===== src/rtl/i2c_cfg_pkg.sv =====
package i2c_cfg_pkg;

    typedef enum logic [2:0] {
        ST_IDLE,
        ST_ADDR,
        ST_MAP,
        ST_WDATA,
        ST_SACK,
        ST_RDATA,
        ST_MACK
    } port_st_e;

    typedef struct packed {
        port_st_e   st;
        port_st_e   after;
        logic [3:0] cnt;
        logic [7:0] sh;
        logic [7:0] ptr;
        logic       sda_oe;
        logic       more;
        logic       scl_p;
        logic       sda_p;
    } port_s;

    function automatic logic [7:0] ptr_step(input logic [7:0] p, input int nreg);
        if (int'(p) >= nreg - 1) return 8'd0;
        return p + 8'd1;
    endfunction

endpackage


===== src/rtl/i2c_cfg_filter.sv =====
module i2c_cfg_filter #(
    parameter int FILT_LEN = 3
) (
    input  logic clk,
    input  logic rst_n,
    input  logic in_i,
    output logic out_o
);
    localparam int CW = $clog2(FILT_LEN + 1);

    typedef struct packed {
        logic          s1;
        logic          s2;
        logic          out;
        logic [CW-1:0] cnt;
    } filt_s;

    filt_s flt_d, flt_q;

    always_comb begin
        flt_d    = flt_q;
        flt_d.s1 = in_i;
        flt_d.s2 = flt_q.s1;
        if (flt_q.s2 != flt_q.out) begin
            if (flt_q.cnt == CW'(FILT_LEN - 1)) begin
                flt_d.out = flt_q.s2;
                flt_d.cnt = '0;
            end else begin
                flt_d.cnt = flt_q.cnt + 1'b1;
            end
        end else begin
            flt_d.cnt = '0;
        end
    end

    always_ff @(posedge clk or negedge rst_n) begin
        if (!rst_n) begin
            flt_q <= '{s1: 1'b1, s2: 1'b1, out: 1'b1, cnt: '0};
        end else begin
            flt_q <= flt_d;
        end
    end

    assign out_o = flt_q.out;

    // the output moves only after the synchronised input has differed for a full window
    assert_filter_window_R11: assert property (@(posedge clk) disable iff (!rst_n)
        !$stable(flt_q.out) |-> ($past(flt_q.cnt) == CW'(FILT_LEN - 1)));

endmodule


===== src/rtl/i2c_cfg_bank.sv =====
module i2c_cfg_bank #(
    parameter int              NREG      = 17,
    parameter logic [NREG*8-1:0] RESET_VAL = '0
) (
    input  logic              clk,
    input  logic              rst_n,
    input  logic              wr_en_i,
    input  logic [7:0]        wr_addr_i,
    input  logic [7:0]        wr_data_i,
    input  logic [7:0]        rd_addr_i,
    output logic [7:0]        rd_data_o,
    output logic [NREG*8-1:0] regs_o
);
    localparam int AW = $clog2(NREG);

    logic [NREG-1:0][7:0] bank_d, bank_q;

    always_comb begin
        bank_d = bank_q;
        if (wr_en_i && int'(wr_addr_i) < NREG) begin
            bank_d[wr_addr_i[AW-1:0]] = wr_data_i;
        end
    end

    always_comb begin
        rd_data_o = 8'd0;
        for (int i = 0; i < NREG; i++) begin
            if (int'(rd_addr_i) == i) rd_data_o = bank_q[i];
        end
    end

    always_ff @(posedge clk or negedge rst_n) begin
        if (!rst_n) bank_q <= RESET_VAL;
        else        bank_q <= bank_d;
    end

    assign regs_o = bank_q;

    // contents hold when no write strobe is given
    assert_bank_hold_R4: assert property (@(posedge clk) disable iff (!rst_n)
        !wr_en_i |=> $stable(bank_q));

    // a strobe aimed past the bank end changes nothing
    assert_oob_drop_R7: assert property (@(posedge clk) disable iff (!rst_n)
        (wr_en_i && int'(wr_addr_i) >= NREG) |=> $stable(bank_q));

endmodule


===== src/rtl/i2c_cfg_port.sv =====
module i2c_cfg_port
    import i2c_cfg_pkg::*;
#(
    parameter int                NREG      = 17,
    parameter int                FILT_LEN  = 3,
    parameter logic [4:0]        DEV_HI    = 5'b10011,
    parameter logic [NREG*8-1:0] RESET_VAL = '0
) (
    input  logic              clk,
    input  logic              rst_n,
    input  logic [1:0]        strap_i,
    input  logic              scl_i,
    input  logic              sda_i,
    output logic              sda_oe_o,
    output logic [NREG*8-1:0] regs_o
);
    localparam logic [3:0] BYTE_BITS = 4'd8;

    logic [1:0] line_raw, line_flt;
    logic       scl_f, sda_f;

    assign line_raw = {sda_i, scl_i};

    for (genvar g = 0; g < 2; g++) begin : g_line
        i2c_cfg_filter #(.FILT_LEN(FILT_LEN)) u_filt (
            .clk   (clk),
            .rst_n (rst_n),
            .in_i  (line_raw[g]),
            .out_o (line_flt[g])
        );
    end

    assign scl_f = line_flt[0];
    assign sda_f = line_flt[1];

    port_s      st_d, st_q;
    logic       start_ev, stop_ev, scl_rise, scl_fall;
    logic       wr_en;
    logic [7:0] wr_addr, wr_data, rd_byte;

    assign start_ev = scl_f & st_q.scl_p & st_q.sda_p & ~sda_f;
    assign stop_ev  = scl_f & st_q.scl_p & ~st_q.sda_p & sda_f;
    assign scl_rise = scl_f & ~st_q.scl_p;
    assign scl_fall = ~scl_f & st_q.scl_p;

    i2c_cfg_bank #(.NREG(NREG), .RESET_VAL(RESET_VAL)) u_bank (
        .clk       (clk),
        .rst_n     (rst_n),
        .wr_en_i   (wr_en),
        .wr_addr_i (wr_addr),
        .wr_data_i (wr_data),
        .rd_addr_i (st_q.ptr),
        .rd_data_o (rd_byte),
        .regs_o    (regs_o)
    );

    always_comb begin
        st_d       = st_q;
        wr_en      = 1'b0;
        wr_addr    = st_q.ptr;
        wr_data    = st_q.sh;
        st_d.scl_p = scl_f;
        st_d.sda_p = sda_f;
        if (start_ev) begin
            st_d.st     = ST_ADDR;
            st_d.cnt    = '0;
            st_d.sda_oe = 1'b0;
        end else if (stop_ev) begin
            st_d.st     = ST_IDLE;
            st_d.cnt    = '0;
            st_d.sda_oe = 1'b0;
        end else begin
            unique case (st_q.st)
                ST_ADDR, ST_MAP, ST_WDATA: begin
                    if (scl_rise && st_q.cnt != BYTE_BITS) begin
                        st_d.sh  = {st_q.sh[6:0], sda_f};
                        st_d.cnt = st_q.cnt + 4'd1;
                    end else if (scl_fall && st_q.cnt == BYTE_BITS) begin
                        st_d.cnt = '0;
                        if (st_q.st == ST_ADDR) begin
                            if (st_q.sh[7:1] == {DEV_HI, strap_i}) begin
                                st_d.sda_oe = 1'b1;
                                st_d.st     = ST_SACK;
                                st_d.after  = st_q.sh[0] ? ST_RDATA : ST_MAP;
                            end else begin
                                st_d.st = ST_IDLE;
                            end
                        end else if (st_q.st == ST_MAP) begin
                            st_d.ptr    = st_q.sh;
                            st_d.sda_oe = 1'b1;
                            st_d.st     = ST_SACK;
                            st_d.after  = ST_WDATA;
                        end else begin
                            wr_en       = 1'b1;
                            st_d.ptr    = ptr_step(st_q.ptr, NREG);
                            st_d.sda_oe = 1'b1;
                            st_d.st     = ST_SACK;
                            st_d.after  = ST_WDATA;
                        end
                    end
                end
                ST_SACK: begin
                    if (scl_fall) begin
                        st_d.sda_oe = 1'b0;
                        st_d.cnt    = '0;
                        st_d.st     = st_q.after;
                        if (st_q.after == ST_RDATA) begin
                            st_d.sh     = rd_byte;
                            st_d.sda_oe = ~rd_byte[7];
                        end
                    end
                end
                ST_RDATA: begin
                    if (scl_rise && st_q.cnt != BYTE_BITS) begin
                        st_d.cnt = st_q.cnt + 4'd1;
                    end else if (scl_fall) begin
                        if (st_q.cnt == BYTE_BITS) begin
                            st_d.sda_oe = 1'b0;
                            st_d.ptr    = ptr_step(st_q.ptr, NREG);
                            st_d.cnt    = '0;
                            st_d.more   = 1'b0;
                            st_d.st     = ST_MACK;
                        end else begin
                            st_d.sh     = {st_q.sh[6:0], 1'b0};
                            st_d.sda_oe = ~st_q.sh[6];
                        end
                    end
                end
                ST_MACK: begin
                    if (scl_rise) begin
                        st_d.more = ~sda_f;
                    end else if (scl_fall) begin
                        if (st_q.more) begin
                            st_d.sh     = rd_byte;
                            st_d.sda_oe = ~rd_byte[7];
                            st_d.st     = ST_RDATA;
                        end else begin
                            st_d.st = ST_IDLE;
                        end
                    end
                end
                default: ;
            endcase
        end
    end

    always_ff @(posedge clk or negedge rst_n) begin
        if (!rst_n) begin
            st_q <= '{st: ST_IDLE, after: ST_IDLE, cnt: '0, sh: '0, ptr: '0,
                      sda_oe: 1'b0, more: 1'b0, scl_p: 1'b1, sda_p: 1'b1};
        end else begin
            st_q <= st_d;
        end
    end

    assign sda_oe_o = st_q.sda_oe;

    // SDA drive moves only while the filtered clock is low
    assert_sda_scl_low_R10: assert property (@(posedge clk) disable iff (!rst_n)
        !$stable(st_q.sda_oe) |-> !$past(scl_f));

    // a start condition always restarts address reception
    assert_start_to_addr_R8: assert property (@(posedge clk) disable iff (!rst_n)
        start_ev |=> (st_q.st == ST_ADDR));

    // a stop always leaves the bus released and the port idle
    assert_stop_release_R8: assert property (@(posedge clk) disable iff (!rst_n)
        stop_ev |=> (!st_q.sda_oe && st_q.st == ST_IDLE));

    // an idle port never pulls the data line
    assert_idle_release_R2: assert property (@(posedge clk) disable iff (!rst_n)
        (st_q.st == ST_IDLE) |-> !st_q.sda_oe);

    // a write at the last register sends the pointer back to zero
    assert_ptr_wrap_R6: assert property (@(posedge clk) disable iff (!rst_n)
        (wr_en && int'(st_q.ptr) == NREG - 1) |=> (st_q.ptr == 8'd0));

endmodule


===== config.mk =====
export PLATFORM = sky130hd
export DESIGN_NAME = i2c_cfg_port
export DESIGN_NICKNAME = d
export VERILOG_FILES = /design/src/rtl/i2c_cfg_pkg.sv /design/src/rtl/i2c_cfg_filter.sv /design/src/rtl/i2c_cfg_bank.sv /design/src/rtl/i2c_cfg_port.sv
export SDC_FILE = /design/constraint.sdc
export NUM_CORES = 1
export LEC_CHECK = 0
export BUFFER_PORTS_ARGS = -buffer_cell sky130_fd_sc_hd__buf_2
export CORE_UTILIZATION = 63
export CTS_BUF_LIST = sky130_fd_sc_hd__clkbuf_2 sky130_fd_sc_hd__clkbuf_4 sky130_fd_sc_hd__clkbuf_8
export CTS_CLUSTER_SIZE = 30
export DETAILED_ROUTE_END_ITERATION = 10
export GPL_ROUTABILITY_DRIVEN = 1
export HOLD_SLACK_MARGIN = 0.1
export PLACE_DENSITY_LB_ADDON = 0.3
export SLEW_MARGIN = 10
export SYNTH_ARGS = -nofsm -noshare
export SYNTH_HDL_FRONTEND = slang
export SYNTH_SLANG_ARGS = --single-unit

===== constraint.sdc =====
create_clock -name clk -period 5.97 [get_ports clk]
set_input_delay 1.194 -clock clk [delete_from_list [all_inputs] [get_ports clk]]
set_output_delay 1.194 -clock clk [all_outputs]
set_load 0.02 [all_outputs]

==> summary by stage <==
Setup path
The category of the worst setup path launch point is a flip-flop. The worst setup path is captured at a flip-flop. The data arrival time of the worst path is 3.67 ns. The largest driver fanout on the critical path is 15. STA puts the critical path data required time at 6.35 ns. In this run the worst setup path begins at wr_addr[0]$_DFFE_PN0P_. The critical path goes through inv_1 -> ha_1 -> nor2b_1 -> a221oi_1 -> a2111oi_0 -> o221ai_1 -> a21o_1 -> a22o_1. The cell type group with the largest total delay on the critical path is compound AO/OA/AOI/OAI gates. The worst path buffer plus inverter count is 1. For this run, the slowest stage of the critical path takes 0.78 ns. The startpoint identified for the worst register-to-register timing path is wr_addr[0]$_DFFE_PN0P_.

The slowest stage of the critical path is the sky130_fd_sc_hd__nor2b_1 cell. The critical path is of the reg2reg type.

Clocking
The count of H-tree levels built during CTS is 4. The clock network latency to the later pin of the worst-skew pair is 0.48 ns. TritonCTS built the clock tree. The number of clock buffers added by TritonCTS is 17. The number of hold buffers added after cts is 0. After clock tree synthesis, the clock-pin slew on the worst setup and hold paths is 0.10 ns. The post-CTS setup-driven buffer insertion count is 0. In this run the deepest clock path goes through 2 buffers. In this run, post-CTS repair resized a total of 0 instances. CTS placed an instance of sky130_fd_sc_hd__clkbuf_8 at the clock tree root. Counting every sink on the clock net gives approximately 180.

Logic synthesis
The sequential fraction of the synthesis area is 0.4929. The leading area contributor after synthesis is sky130_fd_sc_hd__dfrtp_1. The number of enable-type register cells in the synthesized netlist is 0. The distinct cell type count after synthesis is 76. Yosys attributes the largest share of cell area to sky130_fd_sc_hd__dfrtp_1 47%, sky130_fd_sc_hd__mux2_2 11%, sky130_fd_sc_hd__o21ai_0 3.9%. The cell area that synthesis handed to floorplanning was 0.008956 sq mm. By count the netlist is led by 168 x sky130_fd_sc_hd__dfrtp_1, 86 x sky130_fd_sc_hd__mux2_2, 83 x sky130_fd_sc_hd__nand2_1, 69 x sky130_fd_sc_hd__o21ai_0, 46 x sky130_fd_sc_hd__nor2_1.

In the synthesized netlist, the number of instances is 856. Of the post-synthesis cell area, the dominant cell type holds 0.4694. When the netlist entered floorplanning its net count stood at ~870. The flop and latch count out of synthesis is 176. The top flip-flop cell by instance count after synthesis is sky130_fd_sc_hd__dfrtp_1. Dividing the synthesized area by the synthesized cell count gives 10.46 sq um. The async set-or-reset flop fraction in the synthesized netlist is 1.000.

The most frequently used cell type in the post-synthesis netlist is sky130_fd_sc_hd__dfrtp_1. The number of warnings reported in the yosys synthesis log is 0.

Floorplanning
The core region area is 0.01388 sq mm. The row count is 43. The die span in x is 121.2 um. The area of the die is 0.01470 sq mm. The vertical die dimension is 121.2 um. The initial core utilization is 0.6452. During I/O placement, the number of pins put on the boundary was 143.

Pwr
The design draws about 2.9 mW. For this design the ratio of total power to cell area is about 290 mW/mm^2. The peak supply drop is 0.0002320 V. The leakage power of the design is 5.066 nW.

Final layout
After filler insertion, the fill cell instance count of the layout stands at between 1000 and 1500. The layout overhead on the synthesized area is 13.06%. The core occupancy in the finished layout is 0.7295. The final antenna diode count is 0. After routing the design area is 0.01013 sq mm. In the final layout, flip-flops and latches occupy 0.004414 sq mm.

Leaving out filler cells and counting taps, the final layout contains 1157. The combined area of the multi-input logic cells is 0.004213 sq mm. After the last flow step, the layout net total stands at slightly below 1000. The share of layout cells above drive strength 1 is 0.3071.

GRT
The total congestion overflow is 0. Entering global routing, the biggest net connects 83 pins. The initial antenna violation count was 0. The global-route wire length before repair is 43010 um.

The global-route usage over all layers is 0.3970. The number of global-route vias before repair came to between 7000 and 8000.

STA
The final-report max-slew violation count is 0. Based on the critical path, the design can be clocked at up to approximately 300 MHz. The setup total negative slack is 0 ns. Setup repair after global routing left no endpoint under its margin. The final hold violation count is 0.

Setup violations remaining at the end of the flow were counted as 0. The smallest clock period supported by the final layout is computed as between 3 and 4 ns. Of the available clock period, the critical path in the final layout requires 0.5516. Hold timing on the final database bottoms out at a slack of 0.3608 ns.

The worst-case setup margin in the final layout is 2.677 ns. Headroom to the max-slew limit came out at 0.2938. The measured slew at the worst slew-check pin is 1.051 ns. Between clock sinks in the finished design, the worst skew comes to 0.008615 ns.

Detailed routing
In this run, the number of DRC markers left after iteration 0 of detailed routing was 963. The routed via count is about 8000. The number of iterations in the first detailed-routing pass is 8.

The post-detailed-route via-to-cell ratio is 6.802. The routed design has 28050 um of wire. Once detail routing completed, the nets flagged for antenna violations numbered 0. The wire length per cell after detailed routing is about 24 um. The number of remaining DRC errors is 0.

Place
The number of placed instances, taps included, is between 1000 and 1500. The half-perimeter wire length of the detailed placement result is approximately 19000 um. In this run the cell area measured after placement is 0.009704 sq mm. At the placement stage, the worst setup path has a slack of roughly 2.7 ns. The count of buffers added on input and output ports is 142. The final weighted congestion in routability-driven placement is 1.036.

Worst hold path
The worst hold path begins at g_line[1].u_filt.flt_d[3]$_DFF_PN1_. The worst hold-check path type is reg2reg.

Status
The flow ran to the end, and the final reports show no timing, DRC or antenna violations.

Job
The number of maximum-capacitance violations is 0.
-- kinds of logic after synthesis --
| family | share of synthesized area |
|---|---|
| XOR/XNOR | 0.004891 |
| AO/OA/AOI/OAI | 0.1642 |
| adder cells (fa/ha/maj) | 0.008382 |
| flip-flops | 0.4929 |
| AND/OR/NAND/NOR | 0.1502 |
| buffers and inverters | 0.03674 |
| multiplexers | 0.1428 |
-- area by class of cell --
type	instances	area share
clock buffers	18	0.02447
clock inverters	14	0.01718
inverters	22	0.008155
multi-input cells	598	0.4160
flip-flops and latches	176	0.4359
well taps	180	0.02224
repair buffers	149	0.07599
-- worst paths after layout --
path                                                             to  slack, ns  depth (start not counted)
worst min register to register  g_line[1].u_filt.flt_q[3]$_DFF_PN1_       0.36                          0
max in group asynchronous             u_bank.regs_o[89]$_DFFE_PN0P_       4.02                          2
worst max-delay path                           sda_oe_o$_DFFE_PN0P_       2.68                          8
min in group asynchronous                      st_q[20]$_DFFE_PN0P_       0.75                          1
worst max register to register                 sda_oe_o$_DFFE_PN0P_       2.68                          8
worst min-delay path            g_line[1].u_filt.flt_q[3]$_DFF_PN1_       0.36                          0
-- placed cells by master (no fill, tap or decap), types with 20 or more instances in the layout --
cell type                   n
sky130_fd_sc_hd__a21oi_1   25
sky130_fd_sc_hd__buf_2    141
sky130_fd_sc_hd__dfrtp_1  168
sky130_fd_sc_hd__inv_1     22
sky130_fd_sc_hd__mux2_1    24
sky130_fd_sc_hd__mux2_2    86
sky130_fd_sc_hd__nand2_1   83
sky130_fd_sc_hd__nand3_1   20
sky130_fd_sc_hd__nor2_1    46
sky130_fd_sc_hd__o21ai_0   69
-- worst register-to-register path, cell delays in order, from the launching register on --
cell and delay, ns:
sky130_fd_sc_hd__dfrtp_1 0.44, sky130_fd_sc_hd__inv_1 0.12, sky130_fd_sc_hd__ha_1 0.59, sky130_fd_sc_hd__nor2b_1 0.78, sky130_fd_sc_hd__a221oi_1 0.19, sky130_fd_sc_hd__a2111oi_0 0.47, sky130_fd_sc_hd__o221ai_1 0.17, sky130_fd_sc_hd__a21o_1 0.23
sky130_fd_sc_hd__a22o_1 0.20
-- power breakdown --
part	internal (mW)	total [mW]	switching [mW]
Combinational	0.195	0.517	0.322
Sequential	1.28	1.51	0.232
Clock	0.399	0.886	0.486
-- flip-flops by register name (all words and copies together), names as in the netlist --
name and cells:
wr_addr 8, wr_data 8, g_line.u_filt.out_o 2, u_bank.regs_o 136
st_q 13, g_line.u_filt.flt_q 6, g_line.u_filt.flt_d 2, sda_oe_o 1
-- metal layers --
layer | GRT usage | up-vias | part of all wire
met2 | 0.5986 | 576 | 0.45
met4 | 0.1512 | 0 | 0.040
li1 | - | 3361 | -
met3 | 0.09727 | 101 | 0.10
met1 | 0.5553 | 3832 | 0.41
met5 | 0 | - | 0
Note: power is estimated with default switching activity, not from simulation.
